`src/rtl/pmode_pkg.sv`:
```
package pmode_pkg;
   localparam logic [3:0] M_DRUN = 4'b0011;
   localparam logic [3:0] M_RUN0 = 4'b0100;
   localparam logic [3:0] M_RUN3 = 4'b0111;
   localparam logic [3:0] M_HALT = 4'b1000;
   localparam logic [3:0] M_STOP = 4'b1010;
   localparam logic [3:0] CLK_OFF = 4'b1111;
   localparam int NMODE = 7;
   localparam logic [3:0] A_CTRL = 4'd0;
   localparam logic [3:0] A_PWR  = 4'd8;
   localparam logic [3:0] A_CLR  = 4'd9;

   function automatic logic is_run(input logic [3:0] m);
      return (m >= M_RUN0) && (m <= M_RUN3);
   endfunction

   function automatic logic is_awake(input logic [3:0] m);
      return is_run(m) || (m == M_DRUN);
   endfunction

   function automatic logic req_legal(input logic [3:0] cur, input logic [3:0] req);
      if (req == M_DRUN || is_run(req)) return is_awake(cur);
      if (req == M_HALT || req == M_STOP) return is_run(cur);
      return 1'b0;
   endfunction

   function automatic logic [2:0] mode_idx(input logic [3:0] m);
      if (is_run(m)) return 3'(m - M_RUN0 + 4'd1);
      if (m == M_HALT) return 3'd5;
      if (m == M_STOP) return 3'd6;
      return 3'd0;
   endfunction
endpackage

```
`src/rtl/pmode_cfg_bank.sv`:
```
module pmode_cfg_bank #(
   parameter int CW = 9,
   parameter int NM = 7,
   parameter logic [CW-1:0] RST = '0
) (
   input  logic          clk,
   input  logic          rst_n,
   input  logic          we,
   input  logic [2:0]    widx,
   input  logic [CW-1:0] wdata,
   input  logic [2:0]    ridx,
   output logic [CW-1:0] rdata
);
   initial begin
      if (NM < 1 || NM > 8) $error("pmode_cfg_bank: NM out of range");
   end

   logic [CW-1:0] words [NM];

   for (genvar g = 0; g < NM; g++) begin : g_word
      always_ff @(posedge clk or negedge rst_n) begin
         if (!rst_n)
            words[g] <= RST;
         else if (we && widx == 3'(g))
            words[g] <= wdata;
      end
   end

   always_comb begin
      rdata = words[0];
      for (int i = 0; i < NM; i++)
         if (ridx == 3'(i)) rdata = words[i];
   end
endmodule

```
`src/rtl/pmode_pd.sv`:
```
module pmode_pd #(
   parameter int NDOM = 8,
   parameter int NON  = 2
) (
   input  logic            clk,
   input  logic            rst_n,
   input  logic            we,
   input  logic [NDOM-1:0] wdata,
   output logic [NDOM-1:0] pd_en
);
   initial begin
      if (NON < 1 || NON > NDOM) $error("pmode_pd: NON out of range");
   end

   logic [NDOM-1:0] pwr_q;

   always_ff @(posedge clk or negedge rst_n) begin
      if (!rst_n)  pwr_q <= '0;
      else if (we) pwr_q <= wdata;
   end

   for (genvar d = 0; d < NDOM; d++) begin : g_dom
      if (d < NON) begin : g_on
         assign pd_en[d] = 1'b1;
      end else begin : g_sw
         assign pd_en[d] = pwr_q[d];
      end
   end
endmodule

```
`src/rtl/pmode_fsm.sv`:
```
module pmode_fsm
   import pmode_pkg::*;
(
   input  logic       clk,
   input  logic       rst_n,
   input  logic       req_vld,
   input  logic [3:0] req_code,
   input  logic       irq,
   input  logic       wake,
   input  logic       cfg_ok,
   input  logic       stop_lock,
   input  logic       clr_ill,
   output logic [3:0] cur_mode,
   output logic [3:0] tgt_mode,
   output logic       busy,
   output logic       illegal
);
   logic [3:0] prev_run;
   logic       ev_hit, sw_ok, sw_bad;

   always_comb begin
      ev_hit = !busy && !stop_lock &&
               ((cur_mode == M_HALT && irq) ||
                (cur_mode == M_STOP && (irq || wake)));
      sw_ok  = req_vld && !busy && !stop_lock && !ev_hit &&
               req_legal(cur_mode, req_code);
      sw_bad = req_vld && !sw_ok;
   end

   always_ff @(posedge clk or negedge rst_n) begin
      if (!rst_n) begin
         cur_mode <= M_DRUN;
         tgt_mode <= M_DRUN;
         prev_run <= M_RUN0;
         busy     <= 1'b0;
      end else if (ev_hit) begin
         tgt_mode <= prev_run;
         busy     <= 1'b1;
      end else if (sw_ok) begin
         tgt_mode <= req_code;
         busy     <= 1'b1;
      end else if (busy && cfg_ok) begin
         cur_mode <= tgt_mode;
         busy     <= 1'b0;
         if (is_run(tgt_mode)) prev_run <= tgt_mode;
      end
   end

   always_ff @(posedge clk or negedge rst_n) begin
      if (!rst_n)       illegal <= 1'b0;
      else if (sw_bad)  illegal <= 1'b1;
      else if (clr_ill) illegal <= 1'b0;
   end
endmodule

```
`src/rtl/pmode_ctrl.sv`:
```
module pmode_ctrl
   import pmode_pkg::*;
#(
   parameter int NCLK = 3,
   parameter int NDOM = 8,
   parameter int WD   = 16
) (
   input  logic            clk,
   input  logic            rst_n,
   input  logic            wr_en,
   input  logic [3:0]      wr_addr,
   input  logic [WD-1:0]   wr_data,
   input  logic            irq,
   input  logic            wake,
   input  logic [NCLK-1:0] clk_ready,
   input  logic            flash_ready,
   output logic [3:0]      cur_mode,
   output logic            busy,
   output logic            illegal,
   output logic [3:0]      sysclk_sel,
   output logic [1:0]      flash_mode,
   output logic [NCLK-1:0] clk_src_en,
   output logic [NDOM-1:0] pd_en,
   output logic            clk_stopped
);
   localparam int CW = 6 + NCLK;
   localparam logic [CW-1:0] CFG_RST = CW'(1) << 6;

   initial begin
      if (NCLK < 1)  $error("pmode_ctrl: NCLK must be at least 1");
      if (NDOM < 2)  $error("pmode_ctrl: NDOM must be at least 2");
      if (CW > WD)   $error("pmode_ctrl: WD too narrow for mode word");
      if (NDOM > WD) $error("pmode_ctrl: WD too narrow for power word");
   end

   logic [3:0]    tgt_mode;
   logic [CW-1:0] act_cfg;
   logic [2:0]    sel_idx;
   logic          cfg_we, pwr_we, ctl_we, clr_we, cfg_ok, stop_lock;
   logic [2:0]    cfg_idx;

   always_comb begin
      ctl_we  = wr_en && wr_addr == A_CTRL;
      pwr_we  = wr_en && wr_addr == A_PWR;
      clr_we  = wr_en && wr_addr == A_CLR;
      cfg_we  = wr_en && wr_addr >= 4'd1 && wr_addr <= 4'(NMODE);
      cfg_idx = 3'(wr_addr - 4'd1);
      sel_idx = mode_idx(busy ? tgt_mode : cur_mode);
   end

   pmode_cfg_bank #(.CW(CW), .NM(NMODE), .RST(CFG_RST)) u_bank (
      .clk   (clk),
      .rst_n (rst_n),
      .we    (cfg_we),
      .widx  (cfg_idx),
      .wdata (wr_data[CW-1:0]),
      .ridx  (sel_idx),
      .rdata (act_cfg)
   );

   always_comb begin
      sysclk_sel  = act_cfg[3:0];
      flash_mode  = act_cfg[5:4];
      clk_src_en  = act_cfg[CW-1:6];
      cfg_ok      = flash_ready && ((clk_ready & clk_src_en) == clk_src_en);
      stop_lock   = !busy && (sysclk_sel == CLK_OFF);
      clk_stopped = stop_lock;
   end

   pmode_fsm u_fsm (
      .clk       (clk),
      .rst_n     (rst_n),
      .req_vld   (ctl_we),
      .req_code  (wr_data[3:0]),
      .irq       (irq),
      .wake      (wake),
      .cfg_ok    (cfg_ok),
      .stop_lock (stop_lock),
      .clr_ill   (clr_we),
      .cur_mode  (cur_mode),
      .tgt_mode  (tgt_mode),
      .busy      (busy),
      .illegal   (illegal)
   );

   pmode_pd #(.NDOM(NDOM), .NON(2)) u_pd (
      .clk   (clk),
      .rst_n (rst_n),
      .we    (pwr_we),
      .wdata (wr_data[NDOM-1:0]),
      .pd_en (pd_en)
   );
endmodule

```
`config.mk`:
```
export PLATFORM = sky130hd
export DESIGN_NAME = pmode_ctrl
export DESIGN_NICKNAME = d
export VERILOG_FILES = /design/src/rtl/pmode_pkg.sv /design/src/rtl/pmode_cfg_bank.sv /design/src/rtl/pmode_pd.sv /design/src/rtl/pmode_fsm.sv /design/src/rtl/pmode_ctrl.sv
export SDC_FILE = /design/constraint.sdc
export NUM_CORES = 1
export LEC_CHECK = 0
export CORE_MARGIN = 3
export CORE_UTILIZATION = 39
export CTS_CLUSTER_SIZE = 24
export DETAILED_ROUTE_END_ITERATION = 16
export PLACE_DENSITY = 0.65
export SYNTH_ARGS = -nofsm -noshare
export SYNTH_HDL_FRONTEND = slang
export SYNTH_SLANG_ARGS = --single-unit
```
`constraint.sdc`:
```
create_clock -name clk -period 4.71 [get_ports clk]
set_input_delay 0.7065 -clock clk [delete_from_list [all_inputs] [get_ports clk]]
set_output_delay 0.7065 -clock clk [all_outputs]
set_load 0.03 [all_outputs]
```
=== Word-level counts from Yosys, hierarchy flattened ===
Cells that the tools add are included.

* Flip-flop bits (word level): 85
* Bits of input ports: 29
* Word-level logic and storage cells: 130

* Add/subtract/negate cells: 3
* Order comparisons: 10
* Eq/ne operators: 24
* Multiplexer cells: 33
* Bitwise operators: 3
* Reductions and logical operators: 44

{| class="wikitable"
|+ Operator list
! kind !! number
|-
| 2-to-1 mux 9 bit || 6
|-
| == test 4 bit (second input constant) || 9
|-
| logical AND 1 bit || 28
|-
| <= comparator 4 x 3 -> 1 bit (second input constant) || 5
|-
| == test 3 bit (second input constant) || 6
|-
| 2-to-1 mux 1 bit || 18
|-
| 2-to-1 mux 3 bit || 6
|-
| greater-or-equal comparator 4 x 3 -> 1 bit (second input constant) || 4
|-
| == test 3 x 2 -> 1 bit (second input constant) || 4
|-
| 2-to-1 mux 4 bit || 3
|-
| == test 4 x 2 -> 1 bit (second input constant) || 2
|-
| == test 3 x 1 -> 1 bit (second input constant) || 2
|-
| logical OR 1 bit || 5
|-
| greater-or-equal comparator 4 x 1 -> 1 bit (second input constant) || 1
|-
| zero test 1 bit || 4
|-
| zero test 4 bit || 1
|-
| AND reduction 4 bit || 1
|-
| nonzero test 2 bit || 2
|-
| adder 3 x 1 -> 3 bit (second input constant) || 1
|-
| AND 3 bit || 1
|-
| == test 3 bit || 1
|-
| zero test 3 bit || 1
|-
| AND reduction 3 bit || 1
|-
| nonzero test 3 bit || 1
|-
| 3 further kinds || 4
|}

=== Depth between registers and ports, before layout ===
* Word-level depth: 28
* Mapped depth: 14
* Mapped depth without buffers: 11

=== Cells and area by module ===
From an unflattened synthesis, not the netlist that was laid out.

* Cell total of the unflattened synthesis: 329
* Area, all modules: 4300.4 µm²

{| class="wikitable"
|+ By module, submodules not included
! module !! instances !! cells each !! area an instance (µm²) !! sequential area each (µm²)
|-
| pmode_cfg_bank || 1 || 227 || 3089.2 || 1585.3
|-
| pmode_fsm || 1 || 46 || 664.4 || 356.6
|-
| pmode_ctrl || 1 || 40 || 276.5 || 0.0
|-
| pmode_pd || 1 || 16 || 270.3 || 150.1
|}

=== Worst setup path after synthesis ===
Ideal clock, no wire load.

* Kind: flip-flop to output port
* Start: register u_fsm.busy
* End: output port clk_stopped
* Data arrival time: 3.691 ns
* Path slack: 0.313 ns
* Stages on the path, launching flop included: 12
* Buffers on the path: 2
* Cells stage by stage: dfrtp_1 > buf_2 > mux2i_1 > ha_1 > nand4b_1 > a21oi_2 > nor2_1 > clkbuf_1 > o221ai_1 > o2bb2ai_1 > or4_4 > nor2_1

* Cells in the longest elaborated chain, start to end: 18
* Elaborated cells between the ends (all ways): 35
* Classes of those cells: 2 x add/sub; 2 x order compare; 9 x eq/ne; 19 x mux; 3 x reduce/logical

{| class="wikitable"
|+ RTL lines
! what !! RTL line !! source
|-
| start: declaration || pmode_fsm.sv:15 || <nowiki>output logic busy,</nowiki>
|-
| start signal: assignment || pmode_fsm.sv:35 || <nowiki>busy <= 1'b0;</nowiki>
|-
| start signal: assignment || pmode_fsm.sv:38 || <nowiki>busy <= 1'b1;</nowiki>
|-
| start signal: assignment || pmode_fsm.sv:41 || <nowiki>busy <= 1'b1;</nowiki>
|-
| 2-to-1 mux 4 bit || pmode_ctrl.sv:48 || <nowiki>sel_idx = mode_idx(busy ? tgt_mode : cur_mode);</nowiki>
|-
| subtractor 3 bit || pmode_pkg.sv:28 || <nowiki>if (is_run(m)) return 3'(m - M_RUN0 + 4'd1);</nowiki>
|-
| adder 3 x 1 -> 3 bit || pmode_pkg.sv:28 ||
|-
| 2-to-1 mux 3 bit || pmode_pkg.sv:28 ||
|-
| 2-to-1 mux 3 bit || pmode_pkg.sv:29 || <nowiki>if (m == M_HALT) return 3'd5;</nowiki>
|-
| 2-to-1 mux 3 bit || pmode_pkg.sv:30 || <nowiki>if (m == M_STOP) return 3'd6;</nowiki>
|-
| 2-to-1 mux 3 bit || pmode_pkg.sv:31 || <nowiki>return 3'd0;</nowiki>
|-
| 2-to-1 mux 3 bit || pmode_pkg.sv:30 ||
|-
| 2-to-1 mux 3 bit || pmode_pkg.sv:29 ||
|-
| == test 3 x 1 -> 1 bit || pmode_cfg_bank.sv:32 || <nowiki>if (ridx == 3'(i)) rdata = words[i];</nowiki>
|-
| 2-to-1 mux 9 bit (6 in a row) || pmode_cfg_bank.sv:32 ||
|-
| == test 4 bit || pmode_ctrl.sv:66 || <nowiki>stop_lock = !busy && (sysclk_sel == CLK_OFF);</nowiki>
|-
| logical AND 1 bit (*) || pmode_ctrl.sv:66 ||
|-
| end: declaration || pmode_ctrl.sv:24 || <nowiki>output logic clk_stopped</nowiki>
|}

Mark *: on every way between the ends. The rest lies on a longest branch, timed or not. The select of a mux whose other input is x is not followed.

=== Worst setup path in the final report ===
* Start: register u_fsm.busy
* End: output port clk_src_en[2]

* Cells in the longest elaborated chain, start to end: 16
* Elaborated cells between the ends (all ways): 32
* Classes of those cells: 2 x add/sub; 2 x order compare; 8 x eq/ne; 19 x mux; 1 x reduce/logical

{| class="wikitable"
|+ RTL lines
! what !! RTL line !! source
|-
| 2-to-1 mux 4 bit (*) || pmode_ctrl.sv:48 ||
|-
| subtractor 3 bit || pmode_pkg.sv:28 ||
|-
| adder 3 x 1 -> 3 bit || pmode_pkg.sv:28 ||
|-
| 2-to-1 mux 3 bit || pmode_pkg.sv:28 ||
|-
| 2-to-1 mux 3 bit || pmode_pkg.sv:29 ||
|-
| 2-to-1 mux 3 bit || pmode_pkg.sv:30 ||
|-
| 2-to-1 mux 3 bit || pmode_pkg.sv:31 ||
|-
| 2-to-1 mux 3 bit || pmode_pkg.sv:30 ||
|-
| 2-to-1 mux 3 bit (*) || pmode_pkg.sv:29 ||
|-
| == test 3 x 1 -> 1 bit || pmode_cfg_bank.sv:32 ||
|-
| 2-to-1 mux 9 bit (5 in a row) || pmode_cfg_bank.sv:32 ||
|-
| 2-to-1 mux 9 bit (*) || pmode_cfg_bank.sv:32 ||
|-
| end: declaration || pmode_ctrl.sv:22 || <nowiki>output logic [NCLK-1:0] clk_src_en,</nowiki>
|}

Marked as above.

==> flow_metrics.env <==
export IMPL_cts_buffers=9
export IMPL_worstMarginPinSlew_ns=1.23
export IMPL_cts_tree="done"
export IMPL_fp_row_count=37
export IMPL_hold_path_startpoint="u_pd.pwr_q[2]"
export IMPL_worstReg2RegStart="u_fsm.busy"
export IMPL_required_ns=4.00
export IMPL_yosysWarnings=0
export IMPL_grt_pass1_vias=3384
export IMPL_worst_setup_path_start_kind="register"
export IMPL_antenna_found_initial=0
export IMPL_synthFlopType="dfrtp_1"
export IMPL_clk_pin_slew_worst_paths_ns=0.09
export IMPL_grt_max_degree=84
export IMPL_post_dp_hpwl_um=8060
export IMPL_htreeDepth=3
export IMPL_async_flop_share=1.00
export IMPL_nFillCells=962
export IMPL_cp_arrival_ns=3.75
export IMPL_initial_core_util=0.407
export IMPL_finalHoldViolations=0
export IMPL_crit_fanout=15
export IMPL_drive_gt1_frac=0.308
export IMPL_synthAdderAreaFrac=0.0117
export IMPL_fmax_ghz=0.225
export IMPL_setup_viol=0
export IMPL_maxCapViolCount=0
export IMPL_drt_initial_drc_count=268
export IMPL_antenna_left=0
export IMPL_diodes=0
export IMPL_firstDrtPassIters=5
export IMPL_cts_root_buf="clkbuf_8"
export IMPL_gr_usage_all_layers=0.192
export IMPL_rsz0062_at_grt="no"
export IMPL_synth_xor_area_frac=0
export IMPL_routed_via_density=6.01
export IMPL_synth_top_family_by_area="multiplexers"
export IMPL_ctsHoldBuffers=0
export IMPL_cts_sinks=83
export IMPL_rr_worst_depth=11
export IMPL_grt_ovfl_total=0
export IMPL_peakVddDrop_mv=0.281
export IMPL_hold_depth=1
export IMPL_wl_per_cell_um=21.1
export IMPL_power_per_cell_area_nw_per_um2=385
export IMPL_path_class="register to primary output"
export IMPL_ys_types=65
export IMPL_outcome="finished, final reports clean"
export IMPL_max_slew_margin_rel=0.179
export IMPL_yosysSeqAreaShare=0.489
export IMPL_coreArea_um2=10500
export IMPL_netlist_instances=362
export IMPL_hold_path_class="register to register"
export IMPL_synth_area_mux_share=0.198
export IMPL_pin_count=53
export IMPL_synth_area_top_cells="dfrtp_1 42%, mux2_2 17%, dfstp_2 7.4%"
export IMPL_synth_compound_area_frac=0.165
export IMPL_clock_path_buffers=2
export IMPL_clock_skew_final_ns=0.0120
export IMPL_synth_seq_cells=83
export IMPL_port_buffers=43
export IMPL_synth_edff_count=0
export IMPL_setup_ws_ns=0.256
export IMPL_slew_viol_final=0
export IMPL_syn_area_um2=4270
export IMPL_multi_input_area_um2=2060
export IMPL_post_route_period_util=0.946
export IMPL_post_cts_buffers=0
export IMPL_vias=3311
export IMPL_area_growth_pct=18.9
export IMPL_p_leak_uw=0.00215
export IMPL_nNetsFinal=443
export IMPL_route_detailed_drc=0
export IMPL_finalSetupTns_ns=0
export IMPL_synthSimpleGateAreaFrac=0.101
export IMPL_yosysTopAreaCellShare=0.416
export IMPL_place_congestion=0.831
export IMPL_dpl_worst_slack_ns=0.399
export IMPL_die_width_um=111
export IMPL_endpoint_kind="primary output"
export IMPL_grt_pass1_wl_um=18700
export IMPL_startpoint="u_fsm.busy"
export IMPL_wl_um=11600
export IMPL_finalCriticalPeriod_ns=4.45
export IMPL_yosysTopAreaCell="dfrtp_1"
export IMPL_clock_latency_ns=0.35
export IMPL_syn_mean_instance_area_um2=11.8
export IMPL_regArea_um2=2090
export IMPL_die_h_um=111
export IMPL_dieArea_um2=12300
## metal layers
layer,GRT usage,vias up,share of wire
met5,0,-,0
met4,0.0640,0,0.032
met3,0.0409,27,0.059
met2,0.311,142,0.48
met1,0.256,1686,0.43
li1,-,1456,-
## worst paths after layout
path | endpoint | slack, ns
max | clk_src_en[2] | 0.26
min | u_pd.pwr_q[2] | 0.51
max reg2reg | u_fsm.cur_mode[2] | 1.16
min reg2reg | u_pd.pwr_q[2] | 0.51
max in group asynchronous | u_fsm.busy | 3.43
min in group asynchronous | u_pd.pwr_q[5] | 0.53
## metrics by stage
step | cell area, µm² | hold WS (ns) | power [µW] | cells | util
5_1_grt | 5080 | 0.512 | 2050 | 551 | 0.483
2_1_floorplan | 4280 | 0.411 | 1270 | 363 | -
6_report | 5080 | 0.510 | 1960 | 551 | 0.483
3_3_place_gp | 4870 | 0.474 | 1430 | 535 | 0.463
4_1_cts | 5060 | 0.506 | 1970 | 551 | 0.481
3_5_place_dp | 4870 | 0.490 | 1450 | 535 | 0.463
## kinds of logic (layout without fill, tap and decap cells)
group / count (synthesis) / count (layout)
AO/OA/AOI/OAI: 93 / 93
flip-flops: 83 / 83
AND/OR/NAND/NOR: 75 / 75
multiplexers: 74 / 74
buffers and inverters: 32 / 84
adder cells (fa/ha/maj): 4 / 4
other: 1 / 2
## synth_stat cells (2+ instances only)
cell	instances
a32o_1	2
o21ai_1	3
nor3b_1	2
o21ai_0	14
nor2_1	19
nand4_1	2
a221o_1	2
nor2b_1	4
mux2_4	4
a211oi_1	4
a21oi_1	12
o2bb2ai_1	5
o211ai_1	2
nor3_1	3
clkbuf_1	13
buf_2	2
and3b_1	2
dfstp_2	12
o21a_1	3
a221oi_1	4
a22oi_1	10
o22a_1	3
buf_6	2
o311a_1	2
ha_1	4
dfrtp_1	71
or3_1	2
mux2_2	66
o221ai_1	5
mux2i_1	3
inv_1	13
nand4b_1	3
o311ai_0	2
and2_1	2
nand4bb_1	2
buf_4	2
nand3_1	4
nand2_1	18
a22o_1	2
o22ai_1	7
## cells in the final DEF, fill, tap and decap left out, types with 5 or more instances in the layout
cell type | Yosys | layout
a21oi_1 | 12 | 12
a22oi_1 | 10 | 10
buf_4 | 2 | 14
clkbuf_8 | 0 | 9
clkdlybuf4s50_1 | 0 | 40
dfrtp_1 | 71 | 70
dfstp_2 | 12 | 12
inv_1 | 13 | 13
mux2_2 | 66 | 66
nand2_1 | 18 | 17
nor2_1 | 19 | 18
o21ai_0 | 14 | 14
o221ai_1 | 5 | 5
o22ai_1 | 7 | 7
o2bb2ai_1 | 5 | 5
## report_power, final
group | internal [µW] | leakage [µW] | switching (µW)
clock network | 249 | 0.0000943 | 265
registers | 883 | 0.00101 | 87.6
logic | 244 | 0.00105 | 228
total | 1380 | 0.00215 | 580
## what timing repair did
action / in CTS / in global routing
resized for setup: 1 / 6
pin swaps: 0 / 0
endpoints found under the setup margin: 1 / 4
## worst max-delay path, cell delays in order, from the launching register on
cell	delay, ns
dfrtp_2	0.52
mux2i_1	0.29
ha_1	0.35
nand4bb_1	0.29
a21oi_4	0.15
nor2_2	0.26
buf_4	0.22
o221ai_1	0.13
a22oi_1	0.40
clkdlybuf4s50_1	0.77
## cell type report
class / instances / share of cell area
multi-input combinational: 248 / 0.405
tap: 136 / 0.0335
sequential: 83 / 0.412
clock buffer: 11 / 0.0259
clock inverter: 5 / 0.0118
timing repair buffer: 55 / 0.102
inverter: 13 / 0.00961
## flip-flops by register name, summed over array words and instances, names as in the netlist
name            count
u_fsm.busy          1
u_bank.words       63
u_fsm.prev_run      4
u_fsm.cur_mode      4
u_pd.pwr_q          6
u_fsm.tgt_mode      4
u_fsm.illegal       1
No activity file was read; power rests on OpenSTA's default activity.
